--- src/rtl/serial_port_dm.sv ---
module serial_port_dm #(
  parameter int DATA_W     = 8,
  parameter int OVS        = 16,
  parameter int SHIFT_HALF = 4
) (
  input  logic              clk,
  input  logic              rst_n,
  input  logic              wr_en,
  input  logic              wr_sel,
  input  logic [DATA_W-1:0] wr_data,
  input  logic              ovf_tick,
  input  logic              rxd_in,
  output logic              txd,
  output logic              rxd_out,
  output logic              rxd_oe,
  output logic [7:0]        ctl_q,
  output logic [DATA_W-1:0] rx_byte
);
  localparam int OW = $clog2(OVS);
  localparam int BW = $clog2(DATA_W + 2);
  localparam int HW = $clog2(SHIFT_HALF + 1);
  localparam logic [OW-1:0] CNT_LAST = OW'(OVS - 1);
  localparam logic [OW-1:0] CNT_MID  = OW'(OVS / 2 - 1);
  localparam logic [BW-1:0] BIT_STOP = BW'(DATA_W + 1);
  localparam logic [BW-1:0] BIT_LAST = BW'(DATA_W - 1);
  localparam logic [HW-1:0] DIV_LAST = HW'(SHIFT_HALF - 1);

  logic [1:0] mode_q;
  logic       ren_q, dbl_q, ti_q, ri_q;
  logic       pre_q;
  logic [1:0] rs_q;

  wire ctl_wr    = wr_en & ~wr_sel;
  wire buf_wr    = wr_en & wr_sel;
  wire sync_mode = (mode_q == 2'b00);
  wire tick      = ovf_tick & (dbl_q | pre_q);
  wire rx_s      = rs_q[1];

  always_ff @(posedge clk or negedge rst_n)
    if (!rst_n) begin
      pre_q <= 1'b0;
      rs_q  <= 2'b11;
    end else begin
      if (ovf_tick) pre_q <= ~pre_q;
      rs_q <= {rs_q[0], rxd_in};
    end

  // asynchronous transmitter
  logic              atx_busy;
  logic [DATA_W+1:0] atx_sr;
  logic [BW-1:0]     atx_bit;
  logic [OW-1:0]     atx_cnt;
  wire atx_fin = atx_busy & tick & (atx_cnt == CNT_LAST) & (atx_bit == BIT_STOP);

  always_ff @(posedge clk or negedge rst_n)
    if (!rst_n) begin
      atx_busy <= 1'b0;
      atx_sr   <= '1;
      atx_bit  <= '0;
      atx_cnt  <= '0;
    end else if (!atx_busy) begin
      if (buf_wr && !sync_mode) begin
        atx_busy <= 1'b1;
        atx_sr   <= {1'b1, wr_data, 1'b0};
        atx_bit  <= '0;
        atx_cnt  <= '0;
      end
    end else if (tick) begin
      if (atx_cnt == CNT_LAST) begin
        atx_cnt <= '0;
        if (atx_bit == BIT_STOP) atx_busy <= 1'b0;
        else begin
          atx_bit <= atx_bit + 1'b1;
          atx_sr  <= {1'b1, atx_sr[DATA_W+1:1]};
        end
      end else atx_cnt <= atx_cnt + 1'b1;
    end

  // asynchronous receiver
  logic              arx_busy;
  logic [OW-1:0]     arx_cnt;
  logic [BW-1:0]     arx_bit;
  logic [DATA_W-1:0] arx_sr;
  wire arx_mid = arx_busy & tick & (arx_cnt == CNT_MID);
  wire arx_fin = arx_mid & (arx_bit == BIT_STOP) & rx_s & ~ri_q;

  always_ff @(posedge clk or negedge rst_n)
    if (!rst_n) begin
      arx_busy <= 1'b0;
      arx_cnt  <= '0;
      arx_bit  <= '0;
      arx_sr   <= '0;
    end else if (!arx_busy) begin
      if (!sync_mode && ren_q && tick && !rx_s) begin
        arx_busy <= 1'b1;
        arx_cnt  <= '0;
        arx_bit  <= '0;
      end
    end else if (tick) begin
      if (arx_cnt == CNT_LAST) begin
        arx_cnt <= '0;
        arx_bit <= arx_bit + 1'b1;
      end else arx_cnt <= arx_cnt + 1'b1;
      if (arx_cnt == CNT_MID) begin
        if (arx_bit == '0) begin
          if (rx_s) arx_busy <= 1'b0;
        end else if (arx_bit == BIT_STOP) arx_busy <= 1'b0;
        else arx_sr <= {rx_s, arx_sr[DATA_W-1:1]};
      end
    end

  // shift-register engine
  logic              sh_busy, sh_rx, sh_ph;
  logic [DATA_W-1:0] sh_sr;
  logic [BW-1:0]     sh_bit;
  logic [HW-1:0]     sh_div;
  wire sh_edge  = sh_busy & (sh_div == DIV_LAST);
  wire sh_fin   = sh_edge & sh_ph & (sh_bit == BIT_LAST);
  wire sh_go_tx = sync_mode & ~sh_busy & buf_wr;
  wire sh_go_rx = sync_mode & ~sh_busy & ~wr_en & ren_q & ~ri_q;

  always_ff @(posedge clk or negedge rst_n)
    if (!rst_n) begin
      sh_busy <= 1'b0;
      sh_rx   <= 1'b0;
      sh_ph   <= 1'b0;
      sh_sr   <= '0;
      sh_bit  <= '0;
      sh_div  <= '0;
    end else if (sh_go_tx || sh_go_rx) begin
      sh_busy <= 1'b1;
      sh_rx   <= sh_go_rx;
      sh_sr   <= sh_go_tx ? wr_data : '0;
      sh_bit  <= '0;
      sh_ph   <= 1'b0;
      sh_div  <= '0;
    end else if (sh_busy) begin
      sh_div <= sh_edge ? '0 : sh_div + 1'b1;
      if (sh_edge) begin
        sh_ph <= ~sh_ph;
        if (!sh_ph && sh_rx) sh_sr <= {rxd_in, sh_sr[DATA_W-1:1]};
        if (sh_ph) begin
          if (sh_bit == BIT_LAST) sh_busy <= 1'b0;
          else begin
            sh_bit <= sh_bit + 1'b1;
            if (!sh_rx) sh_sr <= sh_sr >> 1;
          end
        end
      end
    end

  // control register, flags and holding register
  always_ff @(posedge clk or negedge rst_n)
    if (!rst_n) begin
      {ri_q, ti_q, dbl_q, ren_q, mode_q} <= '0;
      rx_byte <= '0;
    end else begin
      if (ctl_wr) {ri_q, ti_q, dbl_q, ren_q, mode_q} <= wr_data[5:0];
      if (atx_fin || (sh_fin && !sh_rx)) ti_q <= 1'b1;
      if (arx_fin || (sh_fin && sh_rx)) ri_q <= 1'b1;
      if (arx_fin) rx_byte <= arx_sr;
      else if (sh_fin && sh_rx) rx_byte <= sh_sr;
    end

  assign txd     = sync_mode ? (~sh_busy | sh_ph) : (~atx_busy | atx_sr[0]);
  assign rxd_out = sh_sr[0];
  assign rxd_oe  = sync_mode & sh_busy & ~sh_rx;
  assign ctl_q   = {2'b00, ri_q, ti_q, dbl_q, ren_q, mode_q};
endmodule


--- config.mk ---
export PLATFORM = sky130hd
export DESIGN_NAME = serial_port_dm
export DESIGN_NICKNAME = d
export VERILOG_FILES = /design/src/rtl/serial_port_dm.sv
export SDC_FILE = /design/constraint.sdc
export NUM_CORES = 1
export LEC_CHECK = 0
export BUFFER_PORTS_ARGS = -buffer_cell sky130_fd_sc_hd__buf_2
export CAP_MARGIN = 10
export CORE_AREA = 2 2 76 132
export CTS_BUF_LIST = sky130_fd_sc_hd__clkbuf_4 sky130_fd_sc_hd__clkbuf_8
export DETAILED_ROUTE_END_ITERATION = 10
export DIE_AREA = 0 0 78 134
export PLACE_DENSITY = 0.65
export REMOVE_ABC_BUFFERS = 1
export SYNTH_ARGS = -nofsm -noshare
export SYNTH_HDL_FRONTEND = slang
export SYNTH_SLANG_ARGS = --single-unit
export TNS_END_PERCENT = 50
--- constraint.sdc ---
create_clock -name clk -period 2.15 [get_ports clk]
set_clock_uncertainty 0.2 [all_clocks]
set_input_delay 0 -clock clk [delete_from_list [all_inputs] [get_ports clk]]
set_output_delay 0 -clock clk [all_outputs]
set_load 0.01 [all_outputs]
==> reports/metrics.csv <==
metric,value,unit
post-synthesis cell type count,58,
Synth area leaders,"dfrtp_1 (40%), dfstp_2 (7.9%), mux2i_1 (5.5%)",
CTS tree,done,
setup violators final,0,
"Cell Area, Synth",3660,um^2
fillers,894,
H-tree depth,3,
normalized max-slew margin,45.8,%
Post-Synth Adder-Cell Area,3.08,%
Peak Freq,489,MHz
Synth Area in XOR/XNOR,1.44,%
Post-synth top flop,dfrtp_1,
Clk pwr share,26.9,%
share of cells above drive strength 1,26.8,%
leak pwr,1.93,nW
PD cells,1100,nW/um^2
vias in the first global route,2791,
Setup CP Type,in -> reg,
router iterations before antenna repair,6,
Buffers on Ports,30,
Initial Util,38.9,%
Post-synth EDFFs,0,
Finished Layout Cells,518,
Clock Sink Count,70,
placed cells,483,
worst path buffer plus inverter count,2,
Initial DRC Count,171,
Area growth syn-to-layout,19.3,%
nets@finish,414,
die area,10500,um^2
sequential power share,44.2,%
Die W,78,um
share of the synthesized area in the top cell type,40.4,%
routed wire length,8.14,mm
Routed Antenna Nets,0,
footprint of the multi-input gates,1730,um^2
Final period util,95.2,%
area of the core,9410,um^2
post-synthesis compound-gate area fraction,17.9,%
Boundary Pins,33,
Worst-path clk slew,0.08,ns
antenna violations before repair,0,
Vias per Instance,5.39,
Mapped Avg Cell Area,10.7,um^2
Final Critical Period,2.05,ns
Remaining DRCs,0,
Placer Congestion,0.882,
WP data arrival,2.09,ns
die span in y,134,um
Critical Path Max Stage Delay,0.64,ns
CTS Buffer Depth,2,
"Req. time, crit path",2.20,ns
Critical Path End Type,register,
Vias,2793,
Sw Ratio,33.1,%
RSZ-0062 raised after global routing,no,
CP max stage cell,o21ai_1,
CP Cell Sequence,dlygate4sd3_1 -> buf_2 -> and2_1 -> o21ai_1 -> a22oi_1 -> o221a_2,
number of synthesized register bits,70,
"delay-heaviest family, CP",compound AO/OA/AOI/OAI gates,
worst skew pair latency,0.35,ns
post-synth top area cell,dfrtp_1,
site row count,47,
Root Buffer,clkbuf_8,
Peak VDD IR,614,uV
Max Cap Violations,0,
status,"finished, final reports clean",
Tightest Pin Transition,0.810,ns
Post-synth ARST share,100,%
sequential-to-total area share from yosys stat,48.3,%
Hold WC Path Type,in -> reg,
cell-internal power,0.00321,W
CP startpoint kind,input pin,
portion of netlist area occupied by mux cells,9.17,%
WL per Instance,15.7,um
postcts setup bufs,0,
global route overflow,0,
Yosys Warn Count,0,
Simple-Gate Fraction of Synth Area,15.5,%
"Slew Viols, Final",0,
gr usage total,16.8,%
largest family of logic cells by synthesized area,compound AO/OA/AOI/OAI gates,
Fin. Hold Viols,0,
global-route wire length before repair,13.6,mm
CTS buffer count,9,
logic gate share of total power,28.8,%
CP max FO,12,
largest net degree at the start of global routing,48,
area occupied by registers,1770,um^2
Syn Inst Count,341,
P_sw,0.00158,W
hpwl dp,5.78,mm
Antenna diodes,0,
final hold slack,0.0554,ns
-- cell usage in the layout (no fill, tap or decap), types with 4 or more instances in the layout --
cell type,count
buf_2,30
nor2_1,18
xnor2_1,4
a22o_1,4
a22oi_1,8
dfrtp_1,59
ha_1,9
dlygate4sd3_1,19
nand2_1,40
dfstp_2,11
nor3_1,4
inv_1,6
nand4_1,5
buf_4,12
and3_1,4
clkbuf_8,9
o211ai_1,4
mux2i_1,20
mux2_2,12
o221a_2,7
o31ai_1,4
o21ai_0,20
a21oi_1,10
nand3_1,16
-- sequential cells by signal, indices dropped and copies added (netlist names) --
| register | count |
|---|---|
| rs_q | 2 |
| atx_cnt | 4 |
| rx_byte | 8 |
| sh_sr | 8 |
| sh_busy | 1 |
| ren_q | 1 |
| arx_busy | 1 |
| ri_q | 1 |
| atx_bit | 4 |
| arx_sr | 8 |
| arx_bit | 4 |
| ti_q | 1 |
| sh_ph | 1 |
| sh_rx | 1 |
| mode_q | 2 |
| atx_sr | 9 |
| arx_cnt | 4 |
| pre_q | 1 |
| dbl_q | 1 |
| atx_busy | 1 |
| sh_div | 3 |
| sh_bit | 4 |
-- worst reg2reg max path: cells and delay by family (launching register included) --
family | cells | cell delay [ns]
multiplexers | 1 | 0.39
buffers and inverters | 1 | 0.11
AO/OA/AOI/OAI | 2 | 0.43
adder cells (fa/ha/maj) | 1 | 0.15
flip-flops | 1 | 0.43
AND/OR/NAND/NOR | 1 | 0.17
-- path summary, 6_finish.rpt --
check | from | endpoint | slack, ns | depth (start not counted)
max | wr_en | sh_sr[4] | 0.10 | 6
min | wr_sel | atx_sr[8] | 0.06 | 5
max reg2reg | arx_bit[0] | arx_sr[0] | 0.16 | 6
min reg2reg | rs_q[0] | rs_q[1] | 0.16 | 0
max in group asynchronous | rst_n | sh_div[1] | 0.43 | 3
min in group asynchronous | rst_n | atx_sr[0] | 0.08 | 2
-- stage by stage --
stage / TNS (ns) / utilization, % / area [um^2] / setup WS, ns / power [W]
detailed placement: 0 / 41.8 / 3930 / 0.184 / 0.00347
global route: 0 / 46.4 / 4360 / 0.0159 / 0.00510
floorplan: -0.767 / - / 3520 / -0.110 / 0.00302
global placement: 0 / 41.8 / 3930 / 0.238 / 0.00341
finish: 0 / 46.4 / 4360 / 0.104 / 0.00479
CTS: 0 / 46.4 / 4360 / 0.0339 / 0.00481
-- routing by layer --
layer  vias to the layer above  GRT usage (%)  wire [um]
li1                       1333              -          -
met1                      1373           19.1       3350
met2                        64           28.5       4240
met3                        23           3.30        209
met4                         0           10.7        338
met5                         -              0          0
-- cell usage after synthesis, drive strengths merged (5+ instances only) --
| cell type | instances |
|---|---|
| nand3 | 16 |
| a21oi | 13 |
| nand2 | 40 |
| inv | 6 |
| nand4 | 5 |
| dfrtp | 59 |
| buf | 17 |
| nor3 | 5 |
| ha | 9 |
| o21ai | 23 |
| o221a | 7 |
| dfstp | 11 |
| a22oi | 8 |
| mux2 | 12 |
| mux2i | 20 |
| o211ai | 5 |
| clkbuf | 7 |
| nor2 | 18 |
-- logic make-up (layout without fill, tap and decap cells) --
| group | Yosys count | count (layout) |
|---|---|---|
| compound gates | 83 | 83 |
| buf+inv | 30 | 84 |
| fa+ha+maj | 9 | 9 |
| simple gates | 110 | 110 |
| other cells | 1 | 2 |
| flops | 70 | 70 |
| mux | 32 | 32 |
| xor+xnor | 6 | 6 |
-- power groups by stage --
| stage | registers [W] | clock network [W] | logic [W] |
|---|---|---|---|
| after global routing | 0.00217 | 0.00137 | 0.00156 |
| after detailed placement | 0.00213 | 0 | 0.00133 |
| final | 0.00212 | 0.00129 | 0.00138 |
| after global placement | 0.00211 | 0 | 0.00130 |
| after floorplan | 0.00206 | 0 | 0.000957 |
| after CTS | 0.00212 | 0.00132 | 0.00138 |
-- layout make-up --
class,count,area share (%)
Tap cell,122,3.50
Sequential cell,70,40.5
Multi-Input combinational cell,242,39.7
Timing Repair Buffer,62,10.3
Clock buffer,10,3.01
Inverter,6,0.516
Clock inverter,6,2.52
-- what timing repair did --
action	CTS	global route
hold endpoints to repair	103	0
resized for setup	0	1
endpoints found under the setup margin	0	5
hold buffers	19	0
(Power assumes the default switching activity.)
